[config.mk]
export PLATFORM = sky130hd
export DESIGN_NAME = fan_supervisor
export DESIGN_NICKNAME = d
export VERILOG_FILES = /design/src/rtl/fansup_pkg.sv /design/src/rtl/fansup_level_cmp.sv /design/src/rtl/fansup_seq.sv /design/src/rtl/fansup_drive.sv /design/src/rtl/fan_supervisor.sv
export SDC_FILE = /design/constraint.sdc
export NUM_CORES = 1
export LEC_CHECK = 0
export ABC_AREA = 1
export BUFFER_PORTS_ARGS = -buffer_cell sky130_fd_sc_hd__buf_2
export CORE_MARGIN = 1
export CORE_UTILIZATION = 55
export CTS_CLUSTER_SIZE = 8
export DETAILED_ROUTE_END_ITERATION = 10
export MAX_ROUTING_LAYER = met4
export PLACE_DENSITY = 0.8
export SLEW_MARGIN = 5
export SYNTH_ARGS = -nofsm -noshare
export SYNTH_HDL_FRONTEND = slang
export SYNTH_SLANG_ARGS = --single-unit
[constraint.sdc]
create_clock -name clk -period 2 [get_ports clk]
set_clock_uncertainty 0.1 [all_clocks]
set_input_delay 0.3 -clock clk [delete_from_list [all_inputs] [get_ports clk]]
set_output_delay 0.3 -clock clk [all_outputs]
set_load 0.005 [all_outputs]
[src/rtl/fansup_pkg.sv]
`timescale 1ns/1ps
package fansup_pkg;

    typedef enum logic [1:0] {
        ST_SHUTDOWN = 2'd0,
        ST_SLEEP    = 2'd1,
        ST_STARTUP  = 2'd2,
        ST_NORMAL   = 2'd3
    } fan_state_e;

    typedef struct packed {
        logic shut_now;    // primary below the low shutdown code
        logic release_ok;  // primary above the startup code
        logic sleep_hit;   // both inputs below a non-zero sleep threshold
        logic wake_ok;     // an input above threshold + hysteresis, or sleep disabled
        logic over_temp;   // primary above the fault code
    } lvl_flags_t;

endpackage

[src/rtl/fansup_level_cmp.sv]
`timescale 1ns/1ps
module fansup_level_cmp
    import fansup_pkg::*;
#(
    parameter int CODE_W   = 8,
    parameter int SHUT_LO  = 36,
    parameter int START_HI = 56,
    parameter int OT_THR   = 196,
    parameter int HYST     = 28
) (
    input  logic [CODE_W-1:0] prim_code,
    input  logic [CODE_W-1:0] sec_code,
    input  logic [CODE_W-1:0] sleep_code,
    output lvl_flags_t        flags
);
    localparam logic [CODE_W-1:0] LO_C   = CODE_W'(SHUT_LO);
    localparam logic [CODE_W-1:0] HI_C   = CODE_W'(START_HI);
    localparam logic [CODE_W-1:0] OT_C   = CODE_W'(OT_THR);
    localparam logic [CODE_W:0]   HYST_C = (CODE_W+1)'(HYST);

    logic [CODE_W:0] wake_lvl;
    logic            sleep_off;

    always_comb begin
        wake_lvl        = {1'b0, sleep_code} + HYST_C;
        sleep_off       = (sleep_code == '0);
        flags.shut_now  = (prim_code < LO_C);
        flags.release_ok = (prim_code > HI_C);
        flags.sleep_hit = !sleep_off && (prim_code < sleep_code) && (sec_code < sleep_code);
        flags.wake_ok   = sleep_off
                        || ({1'b0, prim_code} > wake_lvl)
                        || ({1'b0, sec_code}  > wake_lvl);
        flags.over_temp = (prim_code > OT_C);
    end
endmodule

[src/rtl/fansup_seq.sv]
`timescale 1ns/1ps
module fansup_seq
    import fansup_pkg::*;
#(
    parameter int STARTUP_PERIODS = 64
) (
    input  logic       clk,
    input  logic       rst_n,
    input  lvl_flags_t flags,
    input  logic       period_tick,
    output fan_state_e state_q,
    output logic       fault_q
);
    localparam int CNT_W = (STARTUP_PERIODS > 1) ? $clog2(STARTUP_PERIODS) : 1;
    localparam logic [CNT_W-1:0] CNT_LAST = CNT_W'(STARTUP_PERIODS - 1);

    typedef struct packed {
        fan_state_e       state;
        logic [CNT_W-1:0] cnt;
        logic             fault;
    } seq_t;

    seq_t cur_q, nxt_d;

    always_comb begin
        nxt_d = cur_q;
        if (flags.shut_now) begin
            nxt_d.state = ST_SHUTDOWN;
            nxt_d.cnt   = '0;
        end else begin
            unique case (cur_q.state)
                ST_SHUTDOWN: begin
                    if (flags.release_ok) begin
                        nxt_d.state = flags.wake_ok ? ST_STARTUP : ST_SLEEP;
                        nxt_d.cnt   = '0;
                    end
                end
                ST_SLEEP: begin
                    if (flags.wake_ok) begin
                        nxt_d.state = ST_STARTUP;
                        nxt_d.cnt   = '0;
                    end
                end
                ST_STARTUP: begin
                    if (period_tick) begin
                        if (cur_q.cnt == CNT_LAST) begin
                            nxt_d.state = ST_NORMAL;
                            nxt_d.cnt   = '0;
                        end else begin
                            nxt_d.cnt = cur_q.cnt + 1'b1;
                        end
                    end
                end
                ST_NORMAL: begin
                    if (flags.sleep_hit) nxt_d.state = ST_SLEEP;
                end
                default: nxt_d.state = ST_SHUTDOWN;
            endcase
        end
        nxt_d.fault = flags.over_temp && !flags.shut_now
                   && ((nxt_d.state == ST_STARTUP) || (nxt_d.state == ST_NORMAL));
    end

    always_ff @(posedge clk or negedge rst_n) begin
        if (!rst_n) begin
            cur_q <= '{state: ST_SHUTDOWN, cnt: '0, fault: 1'b0};
        end else begin
            cur_q <= nxt_d;
        end
    end

    assign state_q = cur_q.state;
    assign fault_q = cur_q.fault;
endmodule

[src/rtl/fansup_drive.sv]
`timescale 1ns/1ps
module fansup_drive
    import fansup_pkg::*;
(
    input  fan_state_e state_q,
    input  logic       fault_q,
    input  logic       shut_now,
    output logic       pwm_en,
    output logic       pwm_force_hi,
    output logic       out_float,
    output logic       ot_fault_n
);
    logic running;

    always_comb begin
        running      = !shut_now && ((state_q == ST_STARTUP) || (state_q == ST_NORMAL));
        pwm_en       = running;
        pwm_force_hi = running && (state_q == ST_STARTUP);
        out_float    = !running;
        ot_fault_n   = !(running && fault_q);
    end
endmodule

[src/rtl/fan_supervisor.sv]
`timescale 1ns/1ps
module fan_supervisor
    import fansup_pkg::*;
#(
    parameter int CODE_W          = 8,
    parameter int SHUT_LO         = 36,
    parameter int START_HI        = 56,
    parameter int PWM_FULL_THR    = 179,
    parameter int OT_THR          = 196,
    parameter int HYST            = 28,
    parameter int STARTUP_PERIODS = 64
) (
    input  logic              clk,
    input  logic              rst_n,
    input  logic [CODE_W-1:0] prim_code,
    input  logic [CODE_W-1:0] sec_code,
    input  logic [CODE_W-1:0] sleep_code,
    input  logic              period_tick,
    output logic              pwm_en,
    output logic              pwm_force_hi,
    output logic              out_float,
    output logic              ot_fault_n
);
    generate
        if ((OT_THR <= PWM_FULL_THR) || (START_HI <= SHUT_LO)) begin : g_bad_cfg
            $error("fan_supervisor: fault code must exceed full-duty code and release code must exceed shutdown code");
        end
    endgenerate

    lvl_flags_t flags;
    fan_state_e st_q;
    logic       fault_q;

    fansup_level_cmp #(
        .CODE_W  (CODE_W),
        .SHUT_LO (SHUT_LO),
        .START_HI(START_HI),
        .OT_THR  (OT_THR),
        .HYST    (HYST)
    ) u_cmp (
        .prim_code (prim_code),
        .sec_code  (sec_code),
        .sleep_code(sleep_code),
        .flags     (flags)
    );

    fansup_seq #(
        .STARTUP_PERIODS(STARTUP_PERIODS)
    ) u_seq (
        .clk        (clk),
        .rst_n      (rst_n),
        .flags      (flags),
        .period_tick(period_tick),
        .state_q    (st_q),
        .fault_q    (fault_q)
    );

    fansup_drive u_drv (
        .state_q     (st_q),
        .fault_q     (fault_q),
        .shut_now    (flags.shut_now),
        .pwm_en      (pwm_en),
        .pwm_force_hi(pwm_force_hi),
        .out_float   (out_float),
        .ot_fault_n  (ot_fault_n)
    );
endmodule

==> metrics.txt, run 1 <==
# TYPE chip_impl_metric gauge
chip_impl_metric{name="grt_use_met3",unit="%"} 5.83
chip_impl_metric{name="numPortBuffers",unit=""} 30
chip_impl_metric{name="final_hold_viol_count",unit=""} 0
chip_impl_info{name="min_path_type",value="in -> reg"} 1
chip_impl_info{name="worst_path_cell_trace",value="buf_8 -> clkinvlp_4 -> ha_4 -> xnor2_4 -> ha_4 -> nand2_2 -> inv_2 -> nand3_2 -> nand3_2 -> nand2_1 -> nand2_1 -> nand2_1 -> nand2_1 -> nand2_2 -> nand3_4 -> nor2_4 -> nor2_4 -> inv_4 -> nand3_2 -> nand2_1"} 1
chip_impl_metric{name="max_cap_viol_count",unit=""} 0
chip_impl_metric{name="ant_nets",unit=""} 0
chip_impl_info{name="netlist_top_cells_area",value="ha_1 26%, dfrtp_1 15%, nand2_1 13%, inv_1 9.7%, nor2_1 6.2%"} 1
chip_impl_metric{name="synth.lib_cells_used.distinct",unit=""} 23
chip_impl_metric{name="clock_latency",unit="ns"} 0.28
chip_impl_metric{name="routing_usage_on_met1",unit="%"} 37.6
chip_impl_metric{name="cts_sinks",unit=""} 9
chip_impl_metric{name="starting_density",unit="%"} 59.7
chip_impl_metric{name="gpl.final_weighted_congestion",unit=""} 0.943
chip_impl_info{name="yosys.area.top_type",value="ha_1"} 1
chip_impl_info{name="crit_start",value="sleep_code[2]"} 1
chip_impl_metric{name="drt_iter0_markers",unit=""} 26
chip_impl_metric{name="drt_drc_violations_left",unit=""} 0
chip_impl_metric{name="timing.critical_path.required",unit="ns"} 2.07
chip_impl_metric{name="worst-slew-pin-transition",unit="ns"} 0.297
chip_impl_metric{name="largest_net_degree_at_the_start_of_global_routing",unit=""} 10
chip_impl_info{name="violations",value="negative setup slack"} 1
chip_impl_metric{name="total_length_of_routed_wires",unit="mm"} 3.87
chip_impl_metric{name="fin_worst_hold_slack",unit="ns"} 0.202
chip_impl_info{name="crit_slowest_cell",value="ha_4"} 1
chip_impl_metric{name="dpl.hpwl",unit="mm"} 3.02
chip_impl_info{name="cp-start-kind",value="input port"} 1
chip_impl_metric{name="n_fill_cell",unit=""} 186
chip_impl_metric{name="synth.avg_cell_area",unit="µm²"} 6.38
chip_impl_metric{name="globalRouteOverflowTotal",unit=""} 0
chip_impl_metric{name="final.setup.tns",unit="ns"} -2.04
chip_impl_metric{name="antenna-diode-count",unit=""} 0
chip_impl_info{name="critical_path.endpoint_type",value="flop"} 1
chip_impl_metric{name="core_area",unit="µm²"} 2520
chip_impl_metric{name="worstPathMaxFanout",unit=""} 7
chip_impl_metric{name="global_route_wire_length_before_repair",unit="mm"} 6.38
chip_impl_metric{name="placement_rows",unit=""} 18
chip_impl_metric{name="min_period",unit="ns"} 2.25
chip_impl_metric{name="path_clk_slew",unit="ns"} 0.07
chip_impl_metric{name="timing.final.max_slew_violations",unit=""} 0
chip_impl_metric{name="gr-usage-met2",unit="%"} 50.8
chip_impl_info{name="clk_root_buffer_cell",value="clkbuf_4"} 1
chip_impl_metric{name="synth.cell_area",unit="µm²"} 1510
chip_impl_info{name="min-delay-start",value="prim_code[6]"} 1
chip_impl_metric{name="floorplan.io_pins",unit=""} 31
chip_impl_metric{name="power_per_cell_area",unit="nW/µm²"} 587
chip_impl_info{name="outcome",value="complete, but fails checks"} 1
chip_impl_metric{name="groute.usage.overall",unit="%"} 30.5
chip_impl_metric{name="vdd.ir_drop.worst",unit="µV"} 785
chip_impl_metric{name="synth_sequential_area_ratio",unit="%"} 15.0
chip_impl_metric{name="floorplan.die_area",unit="µm²"} 2950
chip_impl_metric{name="firstDrtPassIters",unit=""} 4
chip_impl_metric{name="die_width",unit="µm"} 54.3
chip_impl_metric{name="clk_path_buf_depth",unit=""} 2
chip_impl_info{name="crit_type",value="in -> reg"} 1
chip_impl_metric{name="non_filler_cells_in_the_finished_layout",unit=""} 320
chip_impl_metric{name="ctsHtreeMaxLevel",unit=""} 1
chip_impl_info{name="rsz0062_at_grt",value="true"} 1
chip_impl_metric{name="syn_nets",unit=""} 294
chip_impl_metric{name="finalSetupViolCount",unit=""} 9
chip_impl_info{name="gr-max-usage-layer",value="met2"} 1
chip_impl_metric{name="worstPathBufferInverterCount",unit=""} 4
chip_impl_metric{name="maxClockFrequency",unit="MHz"} 444
chip_impl_metric{name="area_delta_synth_final",unit="%"} 34.6
chip_impl_info{name="launch_instance_of_the_worst_register_to_register_path",value="u_seq.state_q[0]"} 1
chip_impl_metric{name="antenna_found_initial",unit=""} 0
chip_impl_metric{name="cellLeakagePower",unit="nW"} 1.09
chip_impl_metric{name="warning_count_from_the_yosys_run",unit=""} 0
chip_impl_metric{name="synth_largest_type_area_fraction",unit="%"} 25.7
chip_impl_metric{name="cp.arrival",unit="ns"} 2.32
chip_impl_metric{name="number_of_register_bits_inferred_by_synthesis",unit=""} 9
chip_impl_metric{name="placed_cells_incl_taps",unit=""} 313
chip_impl_metric{name="die_height",unit="µm"} 54.3
chip_impl_metric{name="drive_gt1_share",unit="%"} 30.0
chip_impl_metric{name="routed_wire_length_per_instance",unit="µm"} 12.1
chip_impl_metric{name="synthesis.instances",unit=""} 236
chip_impl_metric{name="first_global_vias",unit=""} 1621
chip_impl_metric{name="routed-via-count",unit=""} 1699
chip_impl_metric{name="fin_nets",unit=""} 349
chip_impl_metric{name="timing.critical_path.slowest_cell_delay",unit="ns"} 0.29
chip_impl_metric{name="avgViaCountPerCell",unit=""} 5.31
chip_impl_metric{name="cts_buffers",unit=""} 3
chip_impl_info{name="critical_path.top_delay_family",value="simple AND/OR/NAND/NOR gates"} 1
chip_impl_metric{name="finalWorstSetupSlack",unit="ns"} -0.252
chip_impl_metric{name="relSlewSlack",unit="%"} 80.2
chip_impl_info{name="tritoncts",value="built"} 1
chip_impl_info{name="crit_top_cell",value="nand2_1"} 1
chip_impl_metric{name="post-route-period-util",unit="%"} 113
-- synth_stat cells, drive strengths merged --
cell    number
dfrtp        9
a21oi       18
a41oi        1
o21ai       13
inv         41
xor2         2
o21bai       1
o221ai       1
nand3b       2
ha          31
nor3         3
nand3       19
xnor2        1
nor2        28
clkinv       1
nand2       57
nor3b        2
nand4        6
-- registers in the layout, summed over array words and instances, names as in the netlist --
register / cells
u_seq.state_q: 2
u_seq.cur_q: 6
u_seq.fault_q: 1
-- tightest hold or removal path: stages --
cell,delay (ns)
buf_2,0.13
nand3_1,0.08
nor2_1,0.04
-- logic make-up (layout without fill, tap and decap cells) --
kind of cell	after synthesis	in the layout	share of synthesized area, %
and+or+nand+nor	117	117	35.1
buffers and inverters	42	96	10.5
xor gates and xnor gates	3	3	1.74
AOI/OAI and AO/OA	34	34	12.0
adders and majority gates	31	31	25.7
DFF	9	9	15.0
-- placed cells by master, fill, tap and decap left out --
cell type / count
nor3b_1: 2
ha_1: 27
dlygate4sd3_1: 1
o21bai_1: 1
nand2_1: 48
nor2_4: 2
clkbuf_1: 1
xnor2_4: 1
dfrtp_1: 9
nand3_4: 1
inv_2: 4
nand2_2: 9
nor3_1: 3
buf_2: 29
a21oi_2: 2
nand3_1: 10
ha_4: 4
nor2_1: 24
clkinv_1: 1
xor2_1: 2
nand3_2: 8
buf_4: 19
inv_4: 1
a41oi_1: 1
nor2_2: 2
buf_8: 1
a21oi_1: 16
inv_1: 35
nand3b_1: 2
nand4_1: 6
clkbuf_4: 3
clkinvlp_4: 1
o21ai_0: 6
o21ai_1: 7
o221ai_1: 1
-- metal layers --
layer	routed length, µm	up-vias
li1	-	886
met3	184	9
met2	1800	54
met1	1800	750
met4	85	0
met5	0	-
-- where the power goes --
part	internal (W)	leakage, nW	switching [W]
Combinational	0.000306	0.955	0.000470
Clock	0.0000776	0.0150	0.0000823
Sequential	0.000215	0.122	0.0000403
Total	0.000599	1.09	0.000593
-- per-stage QoR --
step           utilization [%]  instance area (µm²)  power, W  worst slack [ns]
6_report                  80.4                 2030   0.00119            -0.252
5_1_grt                   80.4                 2030   0.00130            -0.400
4_1_cts                   78.9                 1990   0.00114            -0.178
3_5_place_dp              73.6                 1860  0.000929            -0.558
3_3_place_gp              73.6                 1860  0.000920            -0.482
2_1_floorplan                -                 1540  0.000715            -0.197
-- path summary, 6_finish.rpt --
check | to | slack (ns) | cells after the start
setup / recovery | u_seq.cur_q[3] | -0.25 | 20
hold / removal | u_seq.fault_q | 0.20 | 3
setup reg to reg | u_seq.cur_q[3] | 0.18 | 8
hold reg to reg | u_seq.cur_q[4] | 0.45 | 2
max in group asynchronous | u_seq.cur_q[1] | 1.32 | 2
min in group asynchronous | u_seq.cur_q[6] | 0.30 | 2
-- what timing repair did --
item                       4_1_cts  5_1_grt
pin swaps                       10        7
gates resized for setup         17       13
hold endpoints to repair         9        0
setup buffers                    2        0
hold buffers                     1        0
setup endpoints to repair        9       11
-- final cells by class --
type | count | area [µm²] | share of cell area, %
Inverter | 42 | 164 | 8.08
Sequential cell | 9 | 225 | 11.1
Clock buffer | 4 | 26.3 | 1.30
Multi-Input combinational cell | 185 | 1260 | 62.2
Timing Repair Buffer | 50 | 313 | 15.4
Tap cell | 30 | 37.5 | 1.85
Power figures use the tool's default switching activity.
==> run 2, diff against run 1 <==
--- a/config.mk
+++ b/config.mk
@@ -8,11 +8,11 @@
 export ABC_AREA = 1
 export BUFFER_PORTS_ARGS = -buffer_cell sky130_fd_sc_hd__buf_2
 export CORE_MARGIN = 1
-export CORE_UTILIZATION = 55
+export CORE_UTILIZATION = 58
 export CTS_CLUSTER_SIZE = 8
 export DETAILED_ROUTE_END_ITERATION = 10
 export MAX_ROUTING_LAYER = met4
-export PLACE_DENSITY = 0.8
+export PLACE_DENSITY = 0.84
 export SLEW_MARGIN = 5
 export SYNTH_ARGS = -nofsm -noshare
 export SYNTH_HDL_FRONTEND = slang
==> constraint.sdc (replaced) <==
create_clock -name clk -period 2.65 [get_ports clk]
set_clock_uncertainty 0.1 [all_clocks]
set_input_delay 0.3975 -clock clk [delete_from_list [all_inputs] [get_ports clk]]
set_output_delay 0.3975 -clock clk [all_outputs]
set_load 0.005 [all_outputs]
==> run 2 against run 1 <==
Against the previous run:
- the flow finishes with violations (design-rule violations)
- via count shrank 8.0%
- critical path type unchanged
- non-clock buffer count shrank 18
- sequential share of layout area grew 1.8 points
- first-iteration DRC count grew 3.8%
- power shrank 34%
- count of clock-buffer cells in the layout is the same
- worst setup slack gained 0.55 ns
==> metrics.txt, run 2 (synthesized netlist as in run 1, its figures left out) <==
# TYPE chip_impl_metric gauge
chip_impl_info{name="outcome",value="complete, but fails checks"} 1
chip_impl_info{name="violations",value="design-rule violations"} 1
chip_impl_info{name="clk_root_buffer_cell",value="clkbuf_4"} 1
chip_impl_metric{name="antenna-diode-count",unit=""} 0
chip_impl_metric{name="max_cap_viol_count",unit=""} 0
chip_impl_info{name="worst_path_cell_trace",value="buf_2 -> inv_1 -> ha_2 -> xnor2_2 -> ha_1 -> nand2_1 -> inv_1 -> nand3_1 -> nand3_1 -> nand2_1 -> nand2_1 -> nand2_1 -> nand2_1 -> nand2_1 -> nand3_2 -> nor2_2 -> nor2_4 -> o21ai_0 -> nand2_1"} 1
chip_impl_info{name="min_path_type",value="in -> reg"} 1
chip_impl_metric{name="internal_reg_to_reg_setup_slack",unit="ns"} 0.84
chip_impl_info{name="tritoncts",value="built"} 1
chip_impl_metric{name="core_area",unit="µm²"} 2450
chip_impl_metric{name="final_hold_viol_count",unit=""} 0
chip_impl_metric{name="placed_cells_incl_taps",unit=""} 297
chip_impl_metric{name="cts_sinks",unit=""} 9
chip_impl_metric{name="path_clk_slew",unit="ns"} 0.06
chip_impl_info{name="crit_start",value="sleep_code[3]"} 1
chip_impl_metric{name="largest_net_degree_at_the_start_of_global_routing",unit=""} 10
chip_impl_metric{name="ff2ff_path_depth",unit=""} 10
chip_impl_info{name="final_cell_mix",value="51 x nand2_1, 38 x inv_1, 30 x ha_1, 30 x buf_2, 25 x nor2_1"} 1
chip_impl_metric{name="relSlewSlack",unit="%"} 78.3
chip_impl_metric{name="numPortBuffers",unit=""} 30
chip_impl_metric{name="routed_wire_length_per_instance",unit="µm"} 11.0
chip_impl_metric{name="p_switching",unit="W"} 0.000381
chip_impl_info{name="critical_path.endpoint_type",value="flop"} 1
chip_impl_info{name="layout.cells.most_common",value="nand2_1"} 1
chip_impl_metric{name="worst-slew-pin-transition",unit="ns"} 0.326
chip_impl_metric{name="first_global_vias",unit=""} 1465
chip_impl_metric{name="sw_frac_of_total",unit="%"} 48.5
chip_impl_metric{name="routed-via-count",unit=""} 1563
chip_impl_metric{name="power_frac_comb",unit="%"} 61.5
chip_impl_metric{name="power_frac_seq",unit="%"} 24.5
chip_impl_metric{name="vdd.ir_drop.worst",unit="µV"} 458
chip_impl_info{name="rsz0062_at_grt",value="false"} 1
chip_impl_metric{name="placement_rows",unit=""} 18
chip_impl_metric{name="drt_drc_violations_left",unit=""} 3
chip_impl_metric{name="maxClockFrequency",unit="MHz"} 425
chip_impl_metric{name="clock_latency",unit="ns"} 0.27
chip_impl_metric{name="die_height",unit="µm"} 53.0
chip_impl_metric{name="total_length_of_routed_wires",unit="mm"} 3.33
chip_impl_metric{name="firstDrtPassIters",unit=""} 11
chip_impl_metric{name="globalRouteOverflowTotal",unit=""} 0
chip_impl_metric{name="starting_density",unit="%"} 61.4
chip_impl_info{name="r2r_end",value="u_seq.cur_q[3]"} 1
chip_impl_info{name="regMostFlops",value="u_seq.cur_q"} 1
chip_impl_metric{name="dpl.hpwl",unit="mm"} 2.79
chip_impl_metric{name="clk_path_buf_depth",unit=""} 2
chip_impl_metric{name="timing.critical_path.required",unit="ns"} 2.70
chip_impl_metric{name="final.setup.tns",unit="ns"} 0
chip_impl_metric{name="floorplan.io_pins",unit=""} 31
chip_impl_metric{name="timing.critical_path.slowest_cell_delay",unit="ns"} 0.27
chip_impl_info{name="cp-start-kind",value="input port"} 1
chip_impl_info{name="crit_type",value="in -> reg"} 1
chip_impl_metric{name="drt_iter0_markers",unit=""} 27
chip_impl_metric{name="avgViaCountPerCell",unit=""} 5.18
chip_impl_metric{name="worstPathMaxFanout",unit=""} 7
chip_impl_info{name="launch_instance_of_the_worst_register_to_register_path",value="u_seq.state_q[0]"} 1
chip_impl_metric{name="final_core_util",unit="%"} 71.2
chip_impl_metric{name="area_delta_synth_final",unit="%"} 16.0
chip_impl_metric{name="internal_portion_of_total_power",unit="W"} 0.000404
chip_impl_metric{name="cp.arrival",unit="ns"} 2.41
chip_impl_metric{name="min_period",unit="ns"} 2.35
chip_impl_metric{name="floorplan.die_area",unit="µm²"} 2810
chip_impl_metric{name="cellLeakagePower",unit="nW"} 0.999
chip_impl_metric{name="global_route_wire_length_before_repair",unit="mm"} 5.62
chip_impl_metric{name="gpl.final_weighted_congestion",unit=""} 0.945
chip_impl_metric{name="fin_nets",unit=""} 331
chip_impl_metric{name="ctsHtreeMaxLevel",unit=""} 1
chip_impl_metric{name="post-route-period-util",unit="%"} 88.8
chip_impl_metric{name="die_width",unit="µm"} 53.0
chip_impl_metric{name="ant_nets",unit=""} 0
chip_impl_info{name="crit_top_cell",value="nand2_1"} 1
chip_impl_info{name="worstSetupEndpoint",value="u_seq.cur_q[3]"} 1
chip_impl_metric{name="antenna_found_initial",unit=""} 0
chip_impl_metric{name="non_filler_cells_in_the_finished_layout",unit=""} 302
chip_impl_metric{name="power_per_cell_area",unit="nW/µm²"} 449
chip_impl_metric{name="timing.final.max_slew_violations",unit=""} 0
chip_impl_metric{name="largest_register_ffs",unit=""} 6
chip_impl_metric{name="finalSetupViolCount",unit=""} 0
chip_impl_metric{name="groute.usage.overall",unit="%"} 27.4
chip_impl_metric{name="power_share_of_the_clock_group",unit="%"} 14.0
chip_impl_metric{name="cts_buffers",unit=""} 3
chip_impl_info{name="crit_slowest_cell",value="ha_1"} 1
chip_impl_metric{name="drive_gt1_share",unit="%"} 18.0
## run 2: changes by cell type in the layout (fill, tap and decap cells not counted), sizes merged
cell,delta
buf,-18
clkinvlp,-1
inv,+1
## run 2: power groups by stage
stage,Clock [W],Combinational [W],Sequential [W]
floorplan,0,0.000343,0.000186
CTS,0.000110,0.000479,0.000192
finish,0.000110,0.000483,0.000192
global placement,0,0.000467,0.000194
global route,0.000114,0.000573,0.000196
detailed placement,0,0.000473,0.000194
## run 2: layout make-up
type,count,area [µm²]
clock buffers,4,26.3
fillers,237,707
inverters,42,158
multi-input cells,185,1130
flip-flops and latches,9,225
well taps,30,37.5
repair buffers,32,168
## run 2: through the flow
| step | area, µm² | setup slack [ns] | power [W] | hold slack, ns |
|---|---|---|---|---|
| finish | 1750 | 0.297 | 0.000785 | 0.315 |
| global route | 1750 | 0.0149 | 0.000882 | 0.354 |
| CTS | 1740 | 0.189 | 0.000781 | 0.315 |
| detailed placement | 1700 | -0.0875 | 0.000668 | 0.160 |
| global placement | 1700 | 0.00616 | 0.000661 | 0.158 |
| floorplan | 1510 | 0.314 | 0.000529 | 0.00191 |
## run 2: worst min path at each step
stage                      start             end  slack (ns)  depth (start not counted)
detailed placement         rst_n  u_seq.cur_q[4]        0.16                          1
global placement           rst_n  u_seq.cur_q[4]        0.16                          1
CTS                 prim_code[6]   u_seq.fault_q        0.31                          3
finish              prim_code[6]   u_seq.fault_q        0.32                          3
floorplan                  rst_n  u_seq.cur_q[1]       0.002                          0
global route        prim_code[6]   u_seq.fault_q        0.35                          3
## run 2: layer usage
metal  GRT usage [%]  vias to the layer above  wire (µm)  part of all wire (%)
met4            8.77                        0         40                   1.2
li1                -                      845          -                     -
met1            29.4                      682       1500                    45
met2            52.5                       31       1700                    51
met5               -                        -          0                     0
met3            2.01                        5         93                   2.8
## run 2: repair_timing
item,CTS,global route
gates resized for setup,0,3
setup endpoints to repair,0,8
endpoints found under the hold margin,9,0
hold buffers,1,0
buffers inserted,0,0
## run 2: worst max-delay path: cells and delay by family
kind,cells,cell delay (ns)
buf+inv,3,0.29
compound gates,1,0.17
simple gates,12,0.92
xor+xnor,1,0.12
fa+ha+maj,2,0.50
==> run 3, diff against run 2 <==
--- a/config.mk
+++ b/config.mk
@@ -7,8 +7,10 @@
 export LEC_CHECK = 0
 export ABC_AREA = 1
 export BUFFER_PORTS_ARGS = -buffer_cell sky130_fd_sc_hd__buf_2
+export CELL_PAD_IN_SITES_DETAIL_PLACEMENT = 2
+export CELL_PAD_IN_SITES_GLOBAL_PLACEMENT = 2
 export CORE_MARGIN = 1
-export CORE_UTILIZATION = 58
+export CORE_UTILIZATION = 31
 export CTS_CLUSTER_SIZE = 8
 export DETAILED_ROUTE_END_ITERATION = 10
 export MAX_ROUTING_LAYER = met4
==> run 3 against run 2 <==
Against the previous run:
- critical path depth increased by 1
- worst hold slack improved by 0.086 ns
- critical path type unchanged
- largest power group unchanged
- the run now ends clean
- fmax decreased by 5.2%
==> metrics.txt, run 3 (synthesized netlist as in run 1, its figures left out) <==
# TYPE chip_impl_metric gauge
chip_impl_info{name="gr-max-usage-layer",value="met2"} 1
chip_impl_metric{name="relSlewSlack",unit="%"} 79.4
chip_impl_metric{name="p_switching",unit="W"} 0.000447
chip_impl_metric{name="dpl.hpwl",unit="mm"} 4.30
chip_impl_metric{name="cts_buffers",unit=""} 3
chip_impl_info{name="crit_top_cell",value="nand2_1"} 1
chip_impl_metric{name="placement_rows",unit=""} 24
chip_impl_metric{name="routed-via-count",unit=""} 1700
chip_impl_metric{name="internal_portion_of_total_power",unit="W"} 0.000458
chip_impl_metric{name="gr-usage-met2",unit="%"} 40.1
chip_impl_metric{name="fin_nets",unit=""} 335
chip_impl_metric{name="timing.final.max_slew_violations",unit=""} 0
chip_impl_metric{name="n_fill_cell",unit=""} 562
chip_impl_metric{name="worst-slew-pin-transition",unit="ns"} 0.306
chip_impl_metric{name="groute.usage.overall",unit="%"} 21.1
chip_impl_metric{name="sw_frac_of_total",unit="%"} 49.4
chip_impl_info{name="worst_path_cell_trace",value="buf_2 -> inv_1 -> ha_4 -> xnor2_2 -> ha_1 -> nand2_1 -> inv_1 -> nand3b_1 -> nand3_1 -> nand2_1 -> nand2_1 -> nand2_1 -> nand2_1 -> nand2_1 -> nand3_4 -> nor2_4 -> nor2_4 -> inv_2 -> nand3_1 -> nand2_1"} 1
chip_impl_metric{name="worstPathMaxFanout",unit=""} 7
chip_impl_metric{name="placed_cells_incl_taps",unit=""} 323
chip_impl_metric{name="globalRouteOverflowTotal",unit=""} 0
chip_impl_info{name="tritoncts",value="built"} 1
chip_impl_metric{name="firstDrtPassIters",unit=""} 4
chip_impl_metric{name="ant_nets",unit=""} 0
chip_impl_metric{name="vdd.ir_drop.worst",unit="µV"} 142
chip_impl_metric{name="drt_iter0_markers",unit=""} 31
chip_impl_metric{name="cts_sinks",unit=""} 9
chip_impl_metric{name="timing.critical_path.slowest_cell_delay",unit="ns"} 0.31
chip_impl_metric{name="final.setup.tns",unit="ns"} 0
chip_impl_info{name="crit_slowest_cell",value="ha_1"} 1
chip_impl_metric{name="detailedPlace.worstSlack",unit="ns"} -0.127
chip_impl_info{name="min_path_type",value="in -> reg"} 1
chip_impl_metric{name="gpl.final_weighted_congestion",unit=""} 0.891
chip_impl_info{name="regMostFlops",value="u_seq.cur_q"} 1
chip_impl_metric{name="global_route_wire_length_before_repair",unit="mm"} 8.31
chip_impl_metric{name="die_width",unit="µm"} 71.7
chip_impl_info{name="clk_root_buffer_cell",value="clkbuf_8"} 1
chip_impl_metric{name="max_cap_viol_count",unit=""} 0
chip_impl_metric{name="power_frac_comb",unit="%"} 60.4
chip_impl_metric{name="clk_path_buf_depth",unit=""} 2
chip_impl_metric{name="floorplan.io_pins",unit=""} 31
chip_impl_metric{name="largest_register_ffs",unit=""} 6
chip_impl_info{name="crit_type",value="in -> reg"} 1
chip_impl_metric{name="clock_latency",unit="ns"} 0.24
chip_impl_metric{name="power_frac_seq",unit="%"} 21.7
chip_impl_metric{name="design_power_total",unit="W"} 0.000905
chip_impl_metric{name="power_per_cell_area",unit="nW/µm²"} 490
chip_impl_metric{name="cp.arrival",unit="ns"} 2.50
chip_impl_metric{name="post-route-cell-area",unit="µm²"} 1850
chip_impl_metric{name="cellLeakagePower",unit="nW"} 1.03
chip_impl_metric{name="antenna_found_initial",unit=""} 0
chip_impl_metric{name="drive_gt1_share",unit="%"} 19.2
chip_impl_metric{name="post-cts-setup-buffer-count",unit=""} 0
chip_impl_metric{name="floorplan.die_area",unit="µm²"} 5140
chip_impl_metric{name="placed_cell_area",unit="µm²"} 1760
chip_impl_metric{name="routing_usage_on_met1",unit="%"} 24.2
chip_impl_metric{name="antenna-diode-count",unit=""} 0
chip_impl_metric{name="largest_net_degree_at_the_start_of_global_routing",unit=""} 10
chip_impl_metric{name="numPortBuffers",unit=""} 30
chip_impl_metric{name="non_filler_cells_in_the_finished_layout",unit=""} 328
chip_impl_info{name="critical_path.endpoint_type",value="flop"} 1
chip_impl_metric{name="area_delta_synth_final",unit="%"} 22.8
chip_impl_metric{name="maxClockFrequency",unit="MHz"} 403
chip_impl_metric{name="total_length_of_routed_wires",unit="mm"} 5.10
chip_impl_metric{name="min_period",unit="ns"} 2.48
chip_impl_metric{name="final_hold_viol_count",unit=""} 0
chip_impl_info{name="critical_path.top_delay_family",value="simple AND/OR/NAND/NOR gates"} 1
chip_impl_metric{name="path_clk_slew",unit="ns"} 0.05
chip_impl_metric{name="ctsHtreeMaxLevel",unit=""} 1
chip_impl_metric{name="worstPathBufferInverterCount",unit=""} 4
chip_impl_info{name="cp-start-kind",value="input port"} 1
chip_impl_info{name="layout.cells.most_common",value="nand2_1"} 1
chip_impl_metric{name="finalSetupViolCount",unit=""} 0
chip_impl_metric{name="core_area",unit="µm²"} 4500
chip_impl_info{name="outcome",value="complete, no violations"} 1
chip_impl_metric{name="finalWorstSetupSlack",unit="ns"} 0.169
chip_impl_metric{name="timing.critical_path.required",unit="ns"} 2.67
chip_impl_metric{name="avgViaCountPerCell",unit=""} 5.18
chip_impl_metric{name="grt_use_met3",unit="%"} 1.83
chip_impl_metric{name="routed_wire_length_per_instance",unit="µm"} 15.5
chip_impl_metric{name="power_share_of_the_clock_group",unit="%"} 17.9
chip_impl_metric{name="die_height",unit="µm"} 71.7
chip_impl_metric{name="starting_density",unit="%"} 33.4
chip_impl_metric{name="drt_drc_violations_left",unit=""} 0
chip_impl_metric{name="post-route-period-util",unit="%"} 93.6
chip_impl_info{name="final_cell_mix",value="50 x nand2_1, 39 x inv_1, 30 x ha_1, 30 x buf_2, 25 x nor2_1"} 1
chip_impl_metric{name="first_global_vias",unit=""} 1863
run 3: cell types whose count changed in the layout (fill, tap and decap cells not counted), sizes merged:
cell,delta
buf,+4
run 3: tightest hold or removal path: stages:
cell	delay (ns)
buf_2	0.13
nand3_1	0.10
nor2_1	0.06
run 3: power by group through the flow:
stage                     clock network [W]  registers (W)  logic (W)
after floorplan                           0       0.000186   0.000343
after global routing               0.000172       0.000201   0.000614
after detailed placement                  0       0.000198   0.000524
final                              0.000162       0.000196   0.000547
after global placement                    0       0.000196   0.000495
after CTS                          0.000165       0.000196   0.000539
run 3: cell type report:
type	count	area (µm²)	area share, %
multi-input combinational	185	1160	62.7
sequential	9	225	12.2
timing repair buffer	36	198	10.7
inverter	42	158	8.53
tap	52	65.1	3.52
clock buffer	4	45.0	2.44
run 3: what timing repair did:
item | in CTS | in global routing
endpoints found under the hold margin | 9 | 0
setup endpoints to repair | 0 | 8
gates resized for setup | 0 | 8
hold buffers | 1 | 0
run 3: metrics by stage:
stage / util (%) / hold slack (ns)
after global placement: 39.1 / 0.166
after CTS: 40.3 / 0.402
after detailed placement: 39.1 / 0.169
after global routing: 41.1 / 0.425
final: 41.1 / 0.402
after floorplan: - / 0.00191
run 3: final timing paths:
check	from	endpoint	cells past startpoint	slack (ns)
hold / removal	prim_code[6]	u_seq.fault_q	3	0.40
max in group asynchronous	rst_n	u_seq.cur_q[1]	2	1.81
min in group asynchronous	rst_n	u_seq.cur_q[6]	2	0.45
setup reg to reg	u_seq.state_q[0]	u_seq.cur_q[3]	8	0.68
hold reg to reg	u_seq.cur_q[4]	u_seq.cur_q[4]	2	0.45
setup / recovery	sleep_code[3]	u_seq.cur_q[2]	20	0.17
run 3: layer usage:
| layer | share of wire, % | vias up |
|---|---|---|
| li1 | - | 854 |
| met1 | 45 | 822 |
| met2 | 53 | 19 |
| met3 | 1.6 | 5 |
| met4 | 0.88 | 0 |
| met5 | 0 | - |
